===== src/rtl/timer_chan.sv =====
module timer_chan #(
  parameter int CNT_W = 32
) (
  input  logic        clk,
  input  logic        rst_n,
  input  logic        bus_sel,
  input  logic        bus_wr,
  input  logic [3:0]  bus_addr,
  input  logic [31:0] bus_wdata,
  output logic [31:0] bus_rdata,
  input  logic        tick_fast,
  input  logic        tick_slow,
  output logic        irq
);
  localparam logic [CNT_W-1:0] ALL_ONES = {CNT_W{1'b1}};

  logic [CNT_W-1:0] load_q, cnt_q;
  logic ctl_en, ctl_per, ctl_fast;

  wire wr     = bus_sel & bus_wr;
  wire wr_ld  = wr && bus_addr == 4'h0;
  wire wr_ctl = wr && bus_addr == 4'h8;
  wire wr_clr = wr && bus_addr == 4'hC;
  wire tick   = ctl_fast ? tick_fast : tick_slow;
  wire step   = ctl_en & tick;
  wire at_zero = cnt_q == '0;
  wire uflow  = step & at_zero;

  always_ff @(posedge clk) begin
    if (!rst_n) begin
      load_q   <= '0;
      cnt_q    <= '0;
      ctl_en   <= 1'b0;
      ctl_per  <= 1'b0;
      ctl_fast <= 1'b0;
      irq      <= 1'b0;
    end else begin
      if (wr_ld) load_q <= bus_wdata[CNT_W-1:0];
      if (wr_ctl) begin
        ctl_en   <= bus_wdata[7];
        ctl_per  <= bus_wdata[6];
        ctl_fast <= bus_wdata[3];
      end
      if (step)
        cnt_q <= at_zero ? (ctl_per ? load_q : ALL_ONES) : cnt_q - 1'b1;
      else if (wr_ld && !ctl_en)
        cnt_q <= bus_wdata[CNT_W-1:0];
      if (uflow)       irq <= 1'b1;
      else if (wr_clr) irq <= 1'b0;
    end
  end

  always_comb begin
    case (bus_addr)
      4'h0:    bus_rdata = 32'(load_q);
      4'h4:    bus_rdata = 32'(cnt_q);
      4'h8:    bus_rdata = {24'd0, ctl_en, ctl_per, 2'b00, ctl_fast, 3'b000};
      default: bus_rdata = 32'd0;
    endcase
  end
endmodule


===== config.mk =====
export PLATFORM = sky130hd
export DESIGN_NAME = timer_chan
export DESIGN_NICKNAME = d
export VERILOG_FILES = /design/src/rtl/timer_chan.sv
export SDC_FILE = /design/constraint.sdc
export NUM_CORES = 1
export LEC_CHECK = 0
export BUFFER_PORTS_ARGS = -buffer_cell sky130_fd_sc_hd__buf_2
export CAP_MARGIN = 15
export CORE_MARGIN = 1.5
export CORE_UTILIZATION = 35
export CTS_CLUSTER_SIZE = 28
export DETAILED_ROUTE_END_ITERATION = 8
export GPL_ROUTABILITY_DRIVEN = 0
export PLACE_DENSITY = 0.6
export SLEW_MARGIN = 20
export SYNTH_ARGS = -nofsm -noshare
export SYNTH_HDL_FRONTEND = slang
export SYNTH_SLANG_ARGS = --single-unit

===== constraint.sdc =====
create_clock -name clk -period 2.8 [get_ports clk]
set_input_delay 0.14 -clock clk [delete_from_list [all_inputs] [get_ports clk]]
set_output_delay 0.14 -clock clk [all_outputs]
set_load 0.02 [all_outputs]

* Word-level counts from Yosys, hierarchy flattened
Cells that the tools add are included.
** Cells by class
- Add/sub/neg operators :: 1
- Multipliers :: 0
- Div/mod/pow operators :: 0
- Magnitude comparators :: 0
- Equal/unequal tests :: 3
- Shifts and indexed selects :: 0
- Mux-type cells :: 8
- Bitwise operators :: 3
- Reductions and logical operators :: 9
** Operator list (count)
- 2-to-1 mux 32 bit :: 4
- one-hot mux 32 bit (3 select lines) :: 1
- logical NOT 32 bit :: 1
- subtractor 32 x 1 -> 32 bit, second input constant :: 1
- == test 4 bit, second input constant :: 2
- == test 4 x 3 -> 1 bit, second input constant :: 1
- logical AND 1 bit :: 4
- logical NOT 4 bit :: 1
- nonzero test 2 bit :: 2
- AND 1 bit :: 3
- 2-to-1 mux 1 bit :: 3
- logical NOT 1 bit :: 1
** Word-level totals
- Register bits after elaboration :: 68
- Latch bits :: 0
- Bits in writable memories :: 0
- ROM bits :: 0
- Input bits :: 42
- Output and inout port bits :: 33
- Memories kept :: 0

* Depth between registers and ports, before layout
Gate-level depths: netlist (run 1).
- Word-level depth :: 5
- Depth in mapped cells :: 8

* Least setup slack after synthesis (run 1)
OpenSTA, ideal clock, no wires.
- Kind :: register -> register
- Start point :: reg cnt_q[23]
- End point :: reg cnt_q[15]
- Data arrival time :: 2.413 ns
- Path slack :: 0.270 ns
- Stages on the path, launching flop included :: 9
- Path buffers :: 3
- Cell sequence :: dfxtp_1 -> buf_6 -> or4_4 -> or3_1 -> buf_2 -> or3_1 -> buf_2 -> or3_1 -> a32o_1
** Between the ends
- Cells in the longest elaborated chain, start to end :: 3
** RTL lines
- from (decl) :: line 17 : logic [CNT_W-1:0] load_q, cnt_q;
- from (signal assigned) :: line 45 : cnt_q <= at_zero ? (ctl_per ? load_q : ALL_ONES) : cnt_q - 1'b1;
- from (signal assigned) :: line 47 : cnt_q <= bus_wdata[CNT_W-1:0];
- logical NOT 32 bit :: line 26 : wire at_zero = cnt_q == '0;
- 2-to-1 mux 32 bit :: line 45
- 2-to-1 mux 32 bit :: line 44 : if (step)
Every way passes these cells.
A chain may end at the register's enable or synchronous reset.

* Worst setup path after layout (run 1)
- Start point :: reg cnt_q[23]
- End point :: reg cnt_q[20]
The elaborated chain is that of the path after synthesis.

==> results.json, run 1 <==
{
  "status": "finished, final reports clean",
  "synth_simple_gate_area_share_pct": 24.2,
  "synth.distinct_cells": 53,
  "place_area_um2": 4690,
  "syn-num-nets": 571,
  "finalPower_w": 0.00243,
  "htreeDepth": 3,
  "dr.max_layer_used": "met4",
  "area_delta_synth_final_pct": 20.2,
  "crit_fanout": 8,
  "clkPwrFrac_pct": 44.7,
  "cts_tree": "yes",
  "synth_xor_area_share_pct": 4.02,
  "synth.top_cells.by_count": "nand2_1, dfxtp_1, a21oi_1",
  "wl_met2_mm": 5.94,
  "cp-end-kind": "flip-flop",
  "path_class": "reg -> reg",
  "syn-cell-area_um2": 4140,
  "cp.arrival_ns": 2.85,
  "seq_area_frac_synth_pct": 32.9,
  "p_sw_w": 0.000656,
  "die-height_um": 112,
  "hp-class": "in -> reg",
  "drt_iter0_markers": 260,
  "cp-start-kind": "flip-flop",
  "finalSetupTns_ns": 0,
  "synth-main-ff-cell": "dfxtp_1",
  "nets": 632,
  "dpl.hpwl_mm": 8.75,
  "die_area_um2": 12500,
  "drt_wl_total_mm": 12.7,
  "yosysWarnings": 0,
  "dr_wl_met3_um": 656,
  "finalSetupViolCount": 0,
  "design_area_um2": 4980,
  "fp.coreArea_um2": 11500,
  "synth_top_area_share_pct": 32.9,
  "seqPwrFrac_pct": 40.8,
  "yosysMostFrequentCell": "nand2_1",
  "syn_avg_cell_area_um2": 7.86,
  "crit_required_ns": 3.02,
  "ir_worst_vdd_mv": 0.364,
  "cp_slowest_stage_delay_ns": 0.58,
  "path_cells": "or4_4 > or3_1 > or3_1 > or3_1 > a32o_1",
  "cpMostUsedCell": "or3_1",
  "diodes": 0,
  "track_usage_pct": 20.4,
  "final_core_util_pct": 43.4,
  "ys_ff_latch": 68,
  "power_density_nw_per_um2": 487,
  "cts_buffers": 9,
  "holdWs_ns": 0.0508,
  "cts_hold_buf": 0,
  "remaining_drc_errors": 0,
  "reg2reg_depth": 5,
  "fillCellCount": 1150,
  "synthAdderAreaFrac_pct": 0.604,
  "start_util_pct": 36.1,
  "slew_violations": 0,
  "grt_setup_unrepaired": "false",
  "io_pins": 75,
  "ys_top_cells_by_area": "dfxtp_1, nand2_1, a22o_1",
  "hold_viol": 0,
  "die_w_um": 112,
  "path_clk_slew_ns": 0.06,
  "ant_nets": 0,
  "layout-drive-gt1-share_pct": 23.8,
  "syn_inst": 527,
  "antenna_found_initial": 0,
  "tightest_slew_ns": 0.823,
  "drv_cap": 0,
  "cts-resized-gates": 0,
  "synth_edf_count": 0,
  "p_leak_nw": 2.14,
  "num_vias": 4199,
  "grt_overflow": 0,
  "viasPerCell": 5.71,
  "grt_max_degree": 35,
  "slowest_stage": "or4_4",
  "wire_per_inst_um": 17.2,
  "yosys.area.top_type": "dfxtp_1",
  "period_needed_ns": 2.62,
  "fin_crit_sh_pct": 93.7,
  "grt_pass1_vias": 3982,
  "p_comb_share_pct": 14.5,
  "synth_compound_area_share_pct": 25.3,
  "internal-power_w": 0.00177,
  "whs_path_depth": 3,
  "synthArstFlopShare_pct": 0,
  "cts_root_buf": "clkbuf_16",
  "rows": 39,
  "clockBufferDepth": 2,
  "clock_latency_ns": 0.33,
  "dr.pass1.iters": 5,
  "slew_headroom_pct": 44.4,
  "met1_length_mm": 5.91,
  "post_cts_buffers": 0,
  "cts.sinks": 68,
  "grt_pass1_wl_mm": 20.6,
  "switching_share_pct": 27.1,
  "synth_mux_area_share_pct": 7.82,
  "skew_ns": 0.00596,
  "synth_top_family_by_area": "compound AO/OA/AOI/OAI gates",
  "fmax_ghz": 0.381,
  "portBuffers": 74
}
[placed cells by master, fill, tap and decap left out, drive strengths merged, types with 11 or more instances in the layout]
cell    instances
a21oi          45
a22o           32
buf            97
clkbuf         11
dfxtp          68
mux2           11
mux2i          20
nand2          96
nand2b         11
nand3          11
nor2           23
nor3           19
nor4           13
o21ai          16
xor2           11
[cells by family after synthesis]
family,count (synthesis)
AOI/OAI and AO/OA,146
xor gates and xnor gates,19
adders and majority gates,2
buffers and inverters,54
DFF,68
muxes,31
and+or+nand+nor,207
[path summary, 6_finish.rpt]
path                            slack (ns)        end          from
worst min register to register        0.46  load_q[9]     load_q[9]
worst max register to register        0.18  cnt_q[20]     cnt_q[23]
worst max-delay path                  0.18  cnt_q[20]     cnt_q[23]
worst min-delay path                  0.05  load_q[9]  bus_wdata[9]
[per-layer routing]
layer | track usage [%] | vias up
met1 | 27.4 | 2006
met2 | 33.6 | 119
met4 | 5.32 | 0
met3 | 3.70 | 16
met5 | 0 | -
li1 | - | 2058
[per-stage QoR]
step	instances	setup WS, ns
after floorplan	527	0.270
after global placement	720	0.251
after detailed placement	720	0.212
after CTS	736	0.201
after global routing	736	0.0745
final	736	0.176
[area by class of cell]
class                      count  area, um2  area share [%]
multi-input combinational    405       2580            51.8
sequential                    68       1360            27.3
timing repair buffer          97        543            10.9
clock buffer                  11        253            5.08
tap                          143        179            3.59
clock inverter                 5       36.3           0.729
inverter                       7       26.3           0.528
[registers in the layout, indices dropped and copies added (netlist names)]
register  flops
cnt_q        32
ctl_en        1
ctl_per       1
irq           1
load_q       32
ctl_fast      1
[worst max-delay path: cells and delay by family, from the launching register on]
family	cells	cell delay, ns
simple gates	4	1.88
flops	1	0.38
compound gates	1	0.25
[power groups by stage]
stage          sequential (W)  combinational [W]  clock, W
3_5_place_dp          0.00101           0.000349         0
5_1_grt              0.000991           0.000386   0.00115
2_1_floorplan         0.00101           0.000239         0
4_1_cts              0.000989           0.000350   0.00110
6_report             0.000990           0.000351   0.00109
3_3_place_gp          0.00101           0.000346         0
Power figures use the tool's default switching activity.
==> run 2, diff against run 1 <==
- PLACE_DENSITY: 0.6 -> 0.62
- clock period: 2.8 -> 2.32 ns (I/O delays scaled with it)
==> results.json, run 2 (synthesized netlist as in run 1, its figures left out) <==
{
  "antenna_found_initial": 0,
  "die_w_um": 112,
  "ant_nets": 0,
  "hp-class": "in -> reg",
  "layout-drive-gt1-share_pct": 29.9,
  "dpl.hpwl_mm": 9.46,
  "path_clk_slew_ns": 0.06,
  "portBuffers": 74,
  "track_usage_pct": 21.3,
  "slowest_stage": "or4_4",
  "period_needed_ns": 2.30,
  "path_cells": "or4_4 > nand4b_1 > buf_6 > or3_4 > or3_1 > a32o_1",
  "cts_buffers": 9,
  "dr.pass1.iters": 6,
  "ir_worst_vdd_mv": 0.247,
  "cp_slowest_stage_delay_ns": 0.54,
  "fmax_ghz": 0.434,
  "grt_pass1_vias": 4346,
  "cts.sinks": 68,
  "path_class": "reg -> reg",
  "slew_headroom_pct": 48.7,
  "status": "finished, final reports clean",
  "final_core_util_pct": 46.4,
  "clockBufferDepth": 2,
  "power_density_nw_per_um2": 582,
  "drt_iter0_markers": 304,
  "crit_fanout": 6,
  "crit_required_ns": 2.56,
  "io_pins": 75,
  "p_leak_nw": 2.35,
  "place_area_um2": 4930,
  "design_area_um2": 5330,
  "tightest_slew_ns": 0.759,
  "die_area_um2": 12500,
  "area_delta_synth_final_pct": 28.6,
  "start_util_pct": 36.1,
  "clock_latency_ns": 0.34,
  "grt_overflow": 0,
  "htreeDepth": 3,
  "top_regs": "cnt_q x32, load_q x32",
  "cp.arrival_ns": 2.54,
  "finalSetupViolCount": 0,
  "cp-start-kind": "flip-flop",
  "remaining_drc_errors": 0,
  "rows": 39,
  "register_area_um2": 1370,
  "slew_violations": 0,
  "fin_crit_sh_pct": 99.3,
  "viasPerCell": 5.74,
  "multi_input_area_um2": 2630,
  "cts_tree": "yes",
  "fp.coreArea_um2": 11500,
  "wire_per_inst_um": 17.5,
  "drv_cap": 0,
  "mostFrequentLayoutCell": "nand2_1",
  "diodes": 0,
  "cts_hold_buf": 0,
  "cts_root_buf": "clkbuf_16",
  "hold_viol": 0,
  "grt_max_degree": 33,
  "cp-end-kind": "flip-flop",
  "die-height_um": 112,
  "num_vias": 4435,
  "fillCellCount": 1124,
  "most-common-layout-cells": "nand2_1, buf_2, dfxtp_1, buf_4, a21oi_1",
  "grt_setup_unrepaired": "true",
  "nets": 668,
  "grt_pass1_wl_mm": 21.4,
  "skew_ns": 0.00486,
  "drt_wl_total_mm": 13.5
}
==> run 2: final timing paths <==
path,start,end,slack [ns],cells after the start
worst min-delay path,bus_wdata[4],load_q[4],0.02,3
worst max-delay path,cnt_q[16],cnt_q[20],0.02,6
worst max register to register,cnt_q[16],cnt_q[20],0.02,6
worst min register to register,load_q[12],load_q[12],0.47,2
==> run 2: final cells by class <==
| class | count | share of cell area [%] |
|---|---|---|
| tap | 143 | 3.36 |
| sequential | 68 | 25.6 |
| clock buffer | 11 | 4.75 |
| inverter | 7 | 0.493 |
| clock inverter | 5 | 0.940 |
| timing repair buffer | 133 | 15.5 |
| multi-input combinational | 405 | 49.3 |
==> run 2: power breakdown <==
group          internal (W)  total (W)  switching, W
Sequential          0.00118    0.00119     0.0000121
Clock              0.000882    0.00140      0.000521
Combinational      0.000231   0.000506      0.000275
==> run 2: worst max-delay path, delay by kind of cell (launching register included) <==
kind	cells	cell delay (ns)
and+or+nand+nor	4	1.48
DFF	1	0.31
buffers and inverters	1	0.16
AOI/OAI and AO/OA	1	0.25
==> run 2: routing by layer <==
metal / share of wire [%] / track usage (%) / vias up
met5: 0 / 0 / -
li1: - / - / 2136
met4: 1.5 / 7.93 / 0
met1: 45 / 27.7 / 2129
met2: 48 / 35.9 / 149
met3: 5.7 / 3.16 / 21
==> run 2: stage by stage <==
stage / cells / TNS, ns / setup slack (ns) / power [W] / hold WS, ns
6_report: 772 / 0 / 0.0170 / 0.00310 / 0.0224
5_1_grt: 772 / -0.279 / -0.0419 / 0.00320 / 0.0307
4_1_cts: 769 / -0.0168 / -0.0168 / 0.00310 / 0.0183
3_3_place_gp: 752 / -0.0260 / -0.0106 / 0.00167 / 0.371
3_5_place_dp: 752 / -0.378 / -0.0553 / 0.00168 / 0.377
2_1_floorplan: 527 / -0.303 / -0.142 / 0.00151 / 0.251
==> run 2: repair_timing <==
action	in CTS	in global routing
setup endpoints to repair	19	31
pin swaps	2	4
gates resized for setup	6	8
cloned	0	1
buffers inserted	1	2
==> run 3, diff against run 2 <==
- BUFFER_PORTS_ARGS: -buffer_cell sky130_fd_sc_hd__buf_2 -> unset
- CORE_UTILIZATION: 35 -> 55
- DONT_BUFFER_PORTS: unset -> 1
- PLACE_DENSITY: 0.62 -> 0.79
==> results.json, run 3 (synthesized netlist as in run 1, its figures left out) <==
{
  "layout-drive-gt1-share_pct": 18.5,
  "cp_slowest_stage_delay_ns": 0.52,
  "violations": "setup timing",
  "dpl.hpwl_mm": 8.56,
  "cp-startpoint": "cnt_q[26]",
  "period_needed_ns": 2.36,
  "cp-end-kind": "flip-flop",
  "crit_fanout": 6,
  "die_area_um2": 8060,
  "met1_length_mm": 5.23,
  "fin_crit_sh_pct": 102,
  "ir_worst_vdd_mv": 0.347,
  "drt_wl_total_mm": 13.7,
  "dr_wl_met3_mm": 1.43,
  "fmax_ghz": 0.424,
  "die_w_um": 89.8,
  "grt_pass1_wl_mm": 22.2,
  "num_vias": 4554,
  "power_density_nw_per_um2": 507,
  "antenna_found_initial": 0,
  "nets": 628,
  "slew_violations": 0,
  "p_leak_nw": 2.06,
  "drt_iter0_markers": 547,
  "cts.sinks": 68,
  "grt_setup_unrepaired": "true",
  "tightest_slew_ns": 0.691,
  "dr.max_layer_used": "met4",
  "htreeDepth": 3,
  "reg2reg_depth": 5,
  "diodes": 0,
  "rows": 31,
  "hp-class": "in -> reg",
  "endpoint": "cnt_q[20]",
  "fin_ws_ns": -0.0405,
  "cts_root_buf": "clkbuf_8",
  "mostFrequentLayoutCell": "nand2_1",
  "crit_required_ns": 2.56,
  "status": "finished with violations",
  "final_core_util_pct": 71.0,
  "finalSetupViolCount": 15,
  "drv_cap": 0,
  "start_util_pct": 57.1,
  "r2r_setup_slack_ns": -0.04,
  "cts_buffers": 9,
  "rr_startpoint": "cnt_q[26]",
  "path_cells": "or4_4 > or3_4 > or3_4 > or3_1 > a32o_1",
  "clockBufferDepth": 2,
  "hold_viol": 0,
  "path_clk_slew_ns": 0.07,
  "die-height_um": 89.8,
  "design_area_um2": 5150,
  "portBuffers": 0,
  "dr.pass1.iters": 6,
  "path_class": "reg -> reg",
  "viasPerCell": 6.63,
  "top_regs": "cnt_q x32, load_q x32",
  "remaining_drc_errors": 0,
  "io_pins": 75,
  "most-common-layout-cells": "nand2_1, dfxtp_1, buf_4, a21oi_1, dlygate4sd3_1",
  "ant_nets": 0,
  "r2r_end": "cnt_q[20]",
  "grt_pass1_vias": 4526,
  "clock_latency_ns": 0.36,
  "fp.coreArea_um2": 7250,
  "area_delta_synth_final_pct": 24.4,
  "track_usage_pct": 34.2,
  "grt_max_degree": 33,
  "grt_overflow": 0,
  "wire_per_inst_um": 19.9,
  "wl_met2_mm": 6.56,
  "skew_ns": 0.00773,
  "cts_tree": "yes",
  "cpMostUsedCell": "or3_4",
  "place_area_um2": 4460,
  "cp.arrival_ns": 2.60,
  "slowest_stage": "or4_4",
  "slew_headroom_pct": 53.7,
  "cp-start-kind": "flip-flop"
}
==> run 3: cell count changes in the layout (fill, tap and decap cells not counted), sizes merged <==
cell / delta
clkinv: -2
clkbuf: +2
buf: -81
dlygate4sd3: +41
bufinv: -1
==> run 3: what timing repair did <==
item | 4_1_cts | 5_1_grt
gates resized for setup | 3 | 17
hold buffers | 40 | 1
endpoints found under the setup margin | 14 | 27
hold endpoints to repair | 56 | 1
pin swaps | 0 | 3
buffers inserted | 0 | 3
==> run 3: layout make-up <==
| class | count | area [um2] |
|---|---|---|
| clock buffers | 13 | 159 |
| clock inverters | 2 | 10.0 |
| fillers | 570 | 2100 |
| inverters | 7 | 26.3 |
| multi-input cells | 405 | 2660 |
| flip-flops and latches | 68 | 1370 |
| well taps | 99 | 124 |
| repair buffers | 93 | 812 |
==> run 3: worst min path at each step <==
stage	start	end	slack [ns]	depth (start not counted)
global placement	rst_n	cnt_q[15]	0.25	1
global route	bus_wdata[24]	cnt_q[24]	0.008	2
floorplan	rst_n	cnt_q[26]	0.25	2
CTS	rst_n	cnt_q[28]	0.0005	2
finish	bus_wdata[21]	cnt_q[21]	0.007	2
detailed placement	rst_n	cnt_q[0]	0.26	1
==> run 3: per-stage QoR <==
stage	std cells	worst slack [ns]	power, W	hold WS [ns]	TNS (ns)
global placement	628	-0.0477	0.00160	0.247	-0.120
detailed placement	628	-0.118	0.00161	0.256	-0.370
global route	687	-0.131	0.00271	0.00841	-1.40
CTS	683	-0.0201	0.00254	0.000528	-0.0223
finish	687	-0.0405	0.00261	0.00651	-0.292
floorplan	527	-0.142	0.00151	0.251	-0.303
==> run 3: critical path, delay by kind of cell (launching register included) <==
family | cells | cell delay [ns]
AND/OR/NAND/NOR | 4 | 1.66
flip-flops | 1 | 0.32
AO/OA/AOI/OAI | 1 | 0.26
==> run 3: metal layers <==
| layer | GRT usage (%) | up-vias |
|---|---|---|
| met2 | 56.7 | 305 |
| met5 | 0 | - |
| met4 | 16.0 | 0 |
| li1 | - | 2058 |
| met1 | 42.2 | 2132 |
| met3 | 7.45 | 59 |
==> run 3: power by group <==
part	internal (W)	total [W]	switching, W
sequential	0.00118	0.00119	0.0000128
clock	0.000438	0.000896	0.000457
combinational	0.000251	0.000524	0.000274
